===== src/rtl/irq_resp_pkg.sv =====
package irq_resp_pkg;
  localparam int LVL_W   = 3;
  localparam int NUM_LVL = (1 << LVL_W) - 1;
  typedef logic [LVL_W-1:0] lvl_t;
  localparam logic [2:0] FC_IACK = 3'b111;

  // highest set bit, reported as a level number (0 = nothing pending)
  function automatic lvl_t top_level(input logic [NUM_LVL-1:0] pend);
    lvl_t r;
    r = '0;
    for (int i = 0; i < NUM_LVL; i++)
      if (pend[i]) r = lvl_t'(i + 1);
    return r;
  endfunction
endpackage


===== src/rtl/irq_pend_bank.sv =====
module irq_pend_bank
  import irq_resp_pkg::*;
#(
  parameter logic [NUM_LVL-1:0] EDGE_SRC = 7'b000_0011
) (
  input  logic               clk,
  input  logic               rst_n,
  input  logic [NUM_LVL-1:0] req,
  input  logic               clr_en,
  input  lvl_t               clr_lvl,
  output logic [NUM_LVL-1:0] pend
);
  logic [NUM_LVL-1:0] set_v;
  logic [NUM_LVL-1:0] pend_q;

  for (genvar g = 0; g < NUM_LVL; g++) begin : g_src
    if (EDGE_SRC[g]) begin : g_edge
      logic req_q;
      always_ff @(posedge clk) begin
        if (!rst_n) req_q <= 1'b0;
        else        req_q <= req[g];
      end
      assign set_v[g] = req[g] & ~req_q;
    end else begin : g_lvl
      assign set_v[g] = req[g];
    end

    logic clr_hit;
    assign clr_hit = clr_en && (clr_lvl == lvl_t'(g + 1));

    // a new request in the clearing cycle wins over the clear
    always_ff @(posedge clk) begin
      if (!rst_n) pend_q[g] <= 1'b0;
      else        pend_q[g] <= set_v[g] | (pend_q[g] & ~clr_hit);
    end
  end

  assign pend = pend_q;
endmodule


===== src/rtl/irq_vec_bank.sv =====
module irq_vec_bank
  import irq_resp_pkg::*;
#(
  parameter int VEC_W    = 8,
  parameter int VEC_BASE = 64
) (
  input  logic             clk,
  input  logic             rst_n,
  input  logic             wr_en,
  input  lvl_t             wr_lvl,
  input  logic [VEC_W-1:0] wr_vec,
  input  logic             wr_auto,
  input  lvl_t             rd_lvl,
  output logic [VEC_W-1:0] rd_vec,
  output logic             rd_auto
);
  logic [VEC_W-1:0]   vec_q [NUM_LVL];
  logic [NUM_LVL-1:0] auto_q;

  for (genvar g = 0; g < NUM_LVL; g++) begin : g_ent
    always_ff @(posedge clk) begin
      if (!rst_n) begin
        vec_q[g]  <= VEC_W'(VEC_BASE + g + 1);
        auto_q[g] <= 1'b1;
      end else if (wr_en && (wr_lvl == lvl_t'(g + 1))) begin
        vec_q[g]  <= wr_vec;
        auto_q[g] <= wr_auto;
      end
    end
  end

  always_comb begin
    rd_vec  = '0;
    rd_auto = 1'b0;
    for (int i = 0; i < NUM_LVL; i++) begin
      if (rd_lvl == lvl_t'(i + 1)) begin
        rd_vec  = vec_q[i];
        rd_auto = auto_q[i];
      end
    end
  end
endmodule


===== src/rtl/irq_ack_resp.sv =====
module irq_ack_resp
  import irq_resp_pkg::*;
#(
  parameter int VEC_W  = 8,
  parameter int ADDR_W = 24
) (
  input  logic              clk,
  input  logic              rst_n,
  input  logic              as_n,
  input  logic [2:0]        fc,
  input  logic [ADDR_W-1:0] addr,
  input  lvl_t              cur_lvl,
  input  logic [VEC_W-1:0]  rd_vec,
  input  logic              rd_auto,
  output lvl_t              rd_lvl,
  output logic              dtack_n,
  output logic              avec_n,
  output logic [VEC_W-1:0]  data_out,
  output logic              data_oe,
  output logic              freeze,
  output logic              clr_en,
  output lvl_t              clr_lvl
);
  logic             fc_ack, ack_now, hit_now;
  logic             served_q, auto_q;
  lvl_t             lvl_q;
  logic [VEC_W-1:0] vec_q;

  assign fc_ack  = !as_n && (fc == FC_IACK);
  assign ack_now = fc_ack && (&addr[ADDR_W-1:LVL_W+1]) && addr[0];
  assign rd_lvl  = addr[LVL_W:1];
  assign hit_now = ack_now && (rd_lvl == cur_lvl) && (cur_lvl != '0);

  always_ff @(posedge clk) begin
    if (!rst_n) begin
      served_q <= 1'b0;
      auto_q   <= 1'b0;
      lvl_q    <= '0;
      vec_q    <= '0;
    end else if (as_n) begin
      served_q <= 1'b0;
    end else if (hit_now && !served_q) begin
      served_q <= 1'b1;
      auto_q   <= rd_auto;
      lvl_q    <= rd_lvl;
      vec_q    <= rd_vec;
    end
  end

  logic drive;
  assign drive    = served_q && hit_now;
  assign dtack_n  = !(drive && !auto_q);
  assign avec_n   = !(drive && auto_q);
  assign data_oe  = drive && !auto_q;
  assign data_out = data_oe ? vec_q : '0;
  assign freeze   = fc_ack || served_q;
  assign clr_en   = served_q && as_n;
  assign clr_lvl  = lvl_q;
endmodule


===== src/rtl/irq_level_responder.sv =====
module irq_level_responder
  import irq_resp_pkg::*;
#(
  parameter int                 VEC_W    = 8,
  parameter int                 ADDR_W   = 24,
  parameter int                 VEC_BASE = 64,
  parameter logic [NUM_LVL-1:0] EDGE_SRC = 7'b000_0011
) (
  input  logic               clk,
  input  logic               rst_n,
  input  logic [NUM_LVL-1:0] irq_req,
  input  logic               cfg_valid,
  output logic               cfg_ready,
  input  logic [LVL_W-1:0]   cfg_level,
  input  logic [VEC_W-1:0]   cfg_vector,
  input  logic               cfg_auto,
  input  logic               as_n,
  input  logic [2:0]         fc,
  input  logic [ADDR_W-1:0]  addr,
  output logic [LVL_W-1:0]   ipl_n,
  output logic               dtack_n,
  output logic               avec_n,
  output logic [VEC_W-1:0]   data_out,
  output logic               data_oe
);
  logic [NUM_LVL-1:0] pend;
  logic               freeze, clr_en, rd_auto;
  lvl_t               clr_lvl, rd_lvl, ipl_q;
  logic [VEC_W-1:0]   rd_vec;

  irq_pend_bank #(.EDGE_SRC(EDGE_SRC)) u_pend (
    .clk(clk), .rst_n(rst_n), .req(irq_req),
    .clr_en(clr_en), .clr_lvl(clr_lvl), .pend(pend)
  );

  irq_vec_bank #(.VEC_W(VEC_W), .VEC_BASE(VEC_BASE)) u_vec (
    .clk(clk), .rst_n(rst_n), .wr_en(cfg_valid && cfg_ready),
    .wr_lvl(cfg_level), .wr_vec(cfg_vector), .wr_auto(cfg_auto),
    .rd_lvl(rd_lvl), .rd_vec(rd_vec), .rd_auto(rd_auto)
  );

  irq_ack_resp #(.VEC_W(VEC_W), .ADDR_W(ADDR_W)) u_ack (
    .clk(clk), .rst_n(rst_n), .as_n(as_n), .fc(fc), .addr(addr),
    .cur_lvl(ipl_q), .rd_vec(rd_vec), .rd_auto(rd_auto), .rd_lvl(rd_lvl),
    .dtack_n(dtack_n), .avec_n(avec_n), .data_out(data_out),
    .data_oe(data_oe), .freeze(freeze), .clr_en(clr_en), .clr_lvl(clr_lvl)
  );

  // presented level only moves outside an acknowledge and its clear
  always_ff @(posedge clk) begin
    if (!rst_n)       ipl_q <= '0;
    else if (!freeze) ipl_q <= top_level(pend);
  end

  assign ipl_n     = ~ipl_q;
  assign cfg_ready = !freeze;
endmodule


===== config.mk =====
export PLATFORM = sky130hd
export DESIGN_NAME = irq_level_responder
export DESIGN_NICKNAME = d
export VERILOG_FILES = /design/src/rtl/irq_resp_pkg.sv /design/src/rtl/irq_pend_bank.sv /design/src/rtl/irq_vec_bank.sv /design/src/rtl/irq_ack_resp.sv /design/src/rtl/irq_level_responder.sv
export SDC_FILE = /design/constraint.sdc
export NUM_CORES = 1
export LEC_CHECK = 0
export ABC_AREA = 1
export BUFFER_PORTS_ARGS = -buffer_cell sky130_fd_sc_hd__buf_2
export CAP_MARGIN = 0
export CORE_MARGIN = 2
export CORE_UTILIZATION = 51
export DETAILED_ROUTE_END_ITERATION = 6
export PLACE_DENSITY = 0.75
export SLEW_MARGIN = 0
export SYNTH_ARGS = -nofsm -noshare
export SYNTH_HDL_FRONTEND = slang
export SYNTH_SLANG_ARGS = --single-unit
export TNS_END_PERCENT = 50

===== constraint.sdc =====
create_clock -name clk -period 1.28 [get_ports clk]
set_input_delay 0.064 -clock clk [delete_from_list [all_inputs] [get_ports clk]]
set_output_delay 0.064 -clock clk [all_outputs]
set_load 0.05 [all_outputs]

==> reports/qor.txt <==
outcome: finished, violations left
failing checks: setup timing
smallest hold slack: 0.0808 ns
# fillers: 612
worst reg2reg endpoint: u_ack.vec_q[5]
CP arrival: 1.94 ns
Yosys cell types: 31
register bit total from synthesis: 88
die height: 96.5 µm
largest net degree at the start of global routing: 29
final cell count without fillers: 749
Worst Min Path Start: cfg_auto
CP max stage cell: dfxtp_2
Leak: 2.45 nW
slack of the critical path: -0.723 ns
DRT iter0 DRCs: 196
worst slew pin tran: 0.447 ns
DP HPWL: 7420 µm
FF-to-FF Start: ipl_q[0]
Ys Warns: 0
Worst Skew: 0.00856 ns
CTS sink cnt: 88
Reg clk slew, reported paths: 0.08 ns
gpl congestion: 0.835
maximum VDD drop: 0.000736 V
Critical Path Fanout Max: 5
CTS Root Cell: clkbuf_8
final wirelength: 10800 µm
core area: 0.00826 mm²
Initial Utilization: 52.8%
Mapped Area: 0.00436 mm²
unrepaired setup endpoints after global routing: true
cts bufs inserted: 9
Placed Instances: 712
drt via density: 5.15
Fin. Hold Viols: 0
Most common cell on crit path: nor2_4
fmax: 499 MHz
cell count after synthesis: 534
PwrDens: 979 mW/mm²
Reg2Reg Depth: 13
via count: 3861
first-pass GRT wire length: 17000 µm
post-layout util: 72.6%
diodes inserted: 0
post-route minimum period: 2.00 ns
initial antenna violation count: 0
Hold Crit Depth: 3
post-synthesis sequential area ratio: 53.3%
mean area per synthesized cell: 8.16 µm²
global-route usage over all layers: 24.5%
Die W: 96.5 µm
Pre-Repair DR Iteration Count: 5
clk_lat worst skew: 0.36 ns
reg-to-reg slack, setup: -0.59 ns
# DRC: 0
Crit path largest cell delay: 0.35 ns
part of the cycle the worst path needs: 157%
Row Count: 33
vias in the first global route: 3807
layout cell share with drive strength beyond 1: 33.9%
CP Capture Type: output pin
crit-path cells: inv_1 > nand2_1 > nand3b_1 > nor2_2 > nand3_2 > nor2_4 > inv_2 > nor2_4 > inv_8 > nor2_4 > buf_8
# setup viols final: 141
setup TNS: -30.09 ns
post-synthesis net count: 584
Die ar.: 0.00930 mm²
crit path launch type: flop
H-Tree Depth: 3
hold endpoint: u_vec.auto_q[6]
GRT overflow: 0
Setup Crit Path Kind: flop to output pin
number of buffers added on ports: 64
post-route ant nets: 0
P&R area growth vs syn: 37.5%
total power: 0.00587 W
Worst Hold Class: input pin to flop
Max Cap Viol: 0
critical path data required time: 1.22 ns
Layout Nets: 689
worst relative slew slack: 70.2%
DR WL/cell: 14.4 µm
Slew Limit Fails: 0
clk buf depth: 2
CTS tree: built
IO Count: 65
cells by family (layout without fill, tap and decap cells):
logic type | after synthesis | in the layout | share of synthesized area [%]
simple gates | 293 | 294 | 30.3
compound gates | 52 | 52 | 6.54
flops | 88 | 88 | 53.3
xor+xnor | 1 | 1 | 0.201
buf+inv | 100 | 209 | 9.64
layout make-up:
class	count	area [µm²]	share of cell area [%]
Clock buffer	9	124	2.07
Clock inverter	7	71.3	1.19
Inverter	82	327	5.45
Multi-Input combinational cell	347	2110	35.2
Sequential cell	88	2330	38.8
Tap cell	105	131	2.19
Timing Repair Buffer	110	898	15.0
Timing Repair inverter	1	6.26	0.104
state kept, by name (all words and copies together), names as in the netlist:
signal	count
u_ack.clr_lvl	3
u_vec.auto_q	7
u_pend.g_src.g_edge.req_q	2
u_ack.vec_q	8
u_ack.auto_q	1
u_pend.pend	7
ipl_q	3
u_ack.served_q	1
u_vec.vec_q	56
worst max path at each step:
stage	start	end
floorplan	ipl_q[1]	data_out[0]
global placement	ipl_q[1]	data_out[0]
detailed placement	ipl_q[1]	data_out[0]
CTS	ipl_q[1]	data_out[4]
global route	ipl_q[0]	data_out[3]
finish	ipl_q[0]	data_out[0]
through the flow:
step	instance area, µm²	setup slack, ns
after floorplan	4560	-0.833
after global placement	5150	-0.372
after detailed placement	5150	-0.428
after CTS	5700	-0.652
after global routing	5990	-0.800
final	5990	-0.723
power breakdown:
part	total (W)	leakage [nW]	switching, W	internal (W)
clock network	0.00190	0.0933	0.00100	0.000901
registers	0.00315	0.789	0.0000407	0.00311
logic	0.000817	1.57	0.000522	0.000294
total	0.00587	2.45	0.00156	0.00430
critical path: cells and delay by family (launching register included):
| family | cells | cell delay, ns |
|---|---|---|
| buffers and inverters | 4 | 0.37 |
| DFF | 1 | 0.35 |
| and+or+nand+nor | 7 | 0.85 |
cells in the mapped netlist (all sizes together):
library cell / number / share of area, %
xor2: 1 / 0.20
clkinv: 1 / 0.086
o21ai: 15 / 1.7
inv: 81 / 7.0
nand3b: 9 / 1.5
edfxtp: 56 / 39
nand2: 129 / 11
nor2: 106 / 11
buf: 16 / 2.4
dfxtp: 32 / 15
a21oi: 30 / 3.6
o31a: 1 / 0.20
a31oi: 1 / 0.14
nand4: 29 / 4.2
a41oi: 2 / 0.40
nor3: 3 / 0.60
o22ai: 2 / 0.29
a211oi: 1 / 0.17
clkbuf: 2 / 0.17
nand3: 17 / 2.2
cell usage in the layout, fill, tap and decap left out, drive strengths merged, types with 2 or more instances in the layout:
| cell | Yosys | layout |
|---|---|---|
| nand4 | 29 | 29 |
| clkinvlp | 0 | 3 |
| clkbuf | 2 | 9 |
| buf | 16 | 102 |
| dfxtp | 32 | 32 |
| edfxtp | 56 | 56 |
| nand3 | 17 | 17 |
| nand2 | 129 | 130 |
| o21ai | 15 | 15 |
| nor3 | 3 | 3 |
| o22ai | 2 | 2 |
| clkinv | 1 | 4 |
| nand3b | 9 | 9 |
| inv | 81 | 82 |
| nor2 | 106 | 106 |
| dlygate4sd3 | 0 | 8 |
| a21oi | 30 | 30 |
| a41oi | 2 | 2 |
repair_timing:
item                                    in CTS  in global routing
hold endpoints to repair                    10                  0
pin swaps                                   14                 16
hold buffers                                 8                  0
endpoints found under the setup margin     107                113
cloned                                       2                  1
setup buffers                                6                  6
gates resized for setup                     48                 65
metal layers:
metal  routed length (µm)  track usage [%]  up-vias
li1                     -                -     1939
met1                 4260             28.5     1768
met2                 5690             43.0      132
met3                  556             4.34       22
met4                  250             12.8        0
met5                    0                0        -
Power figures use the tool's default switching activity.
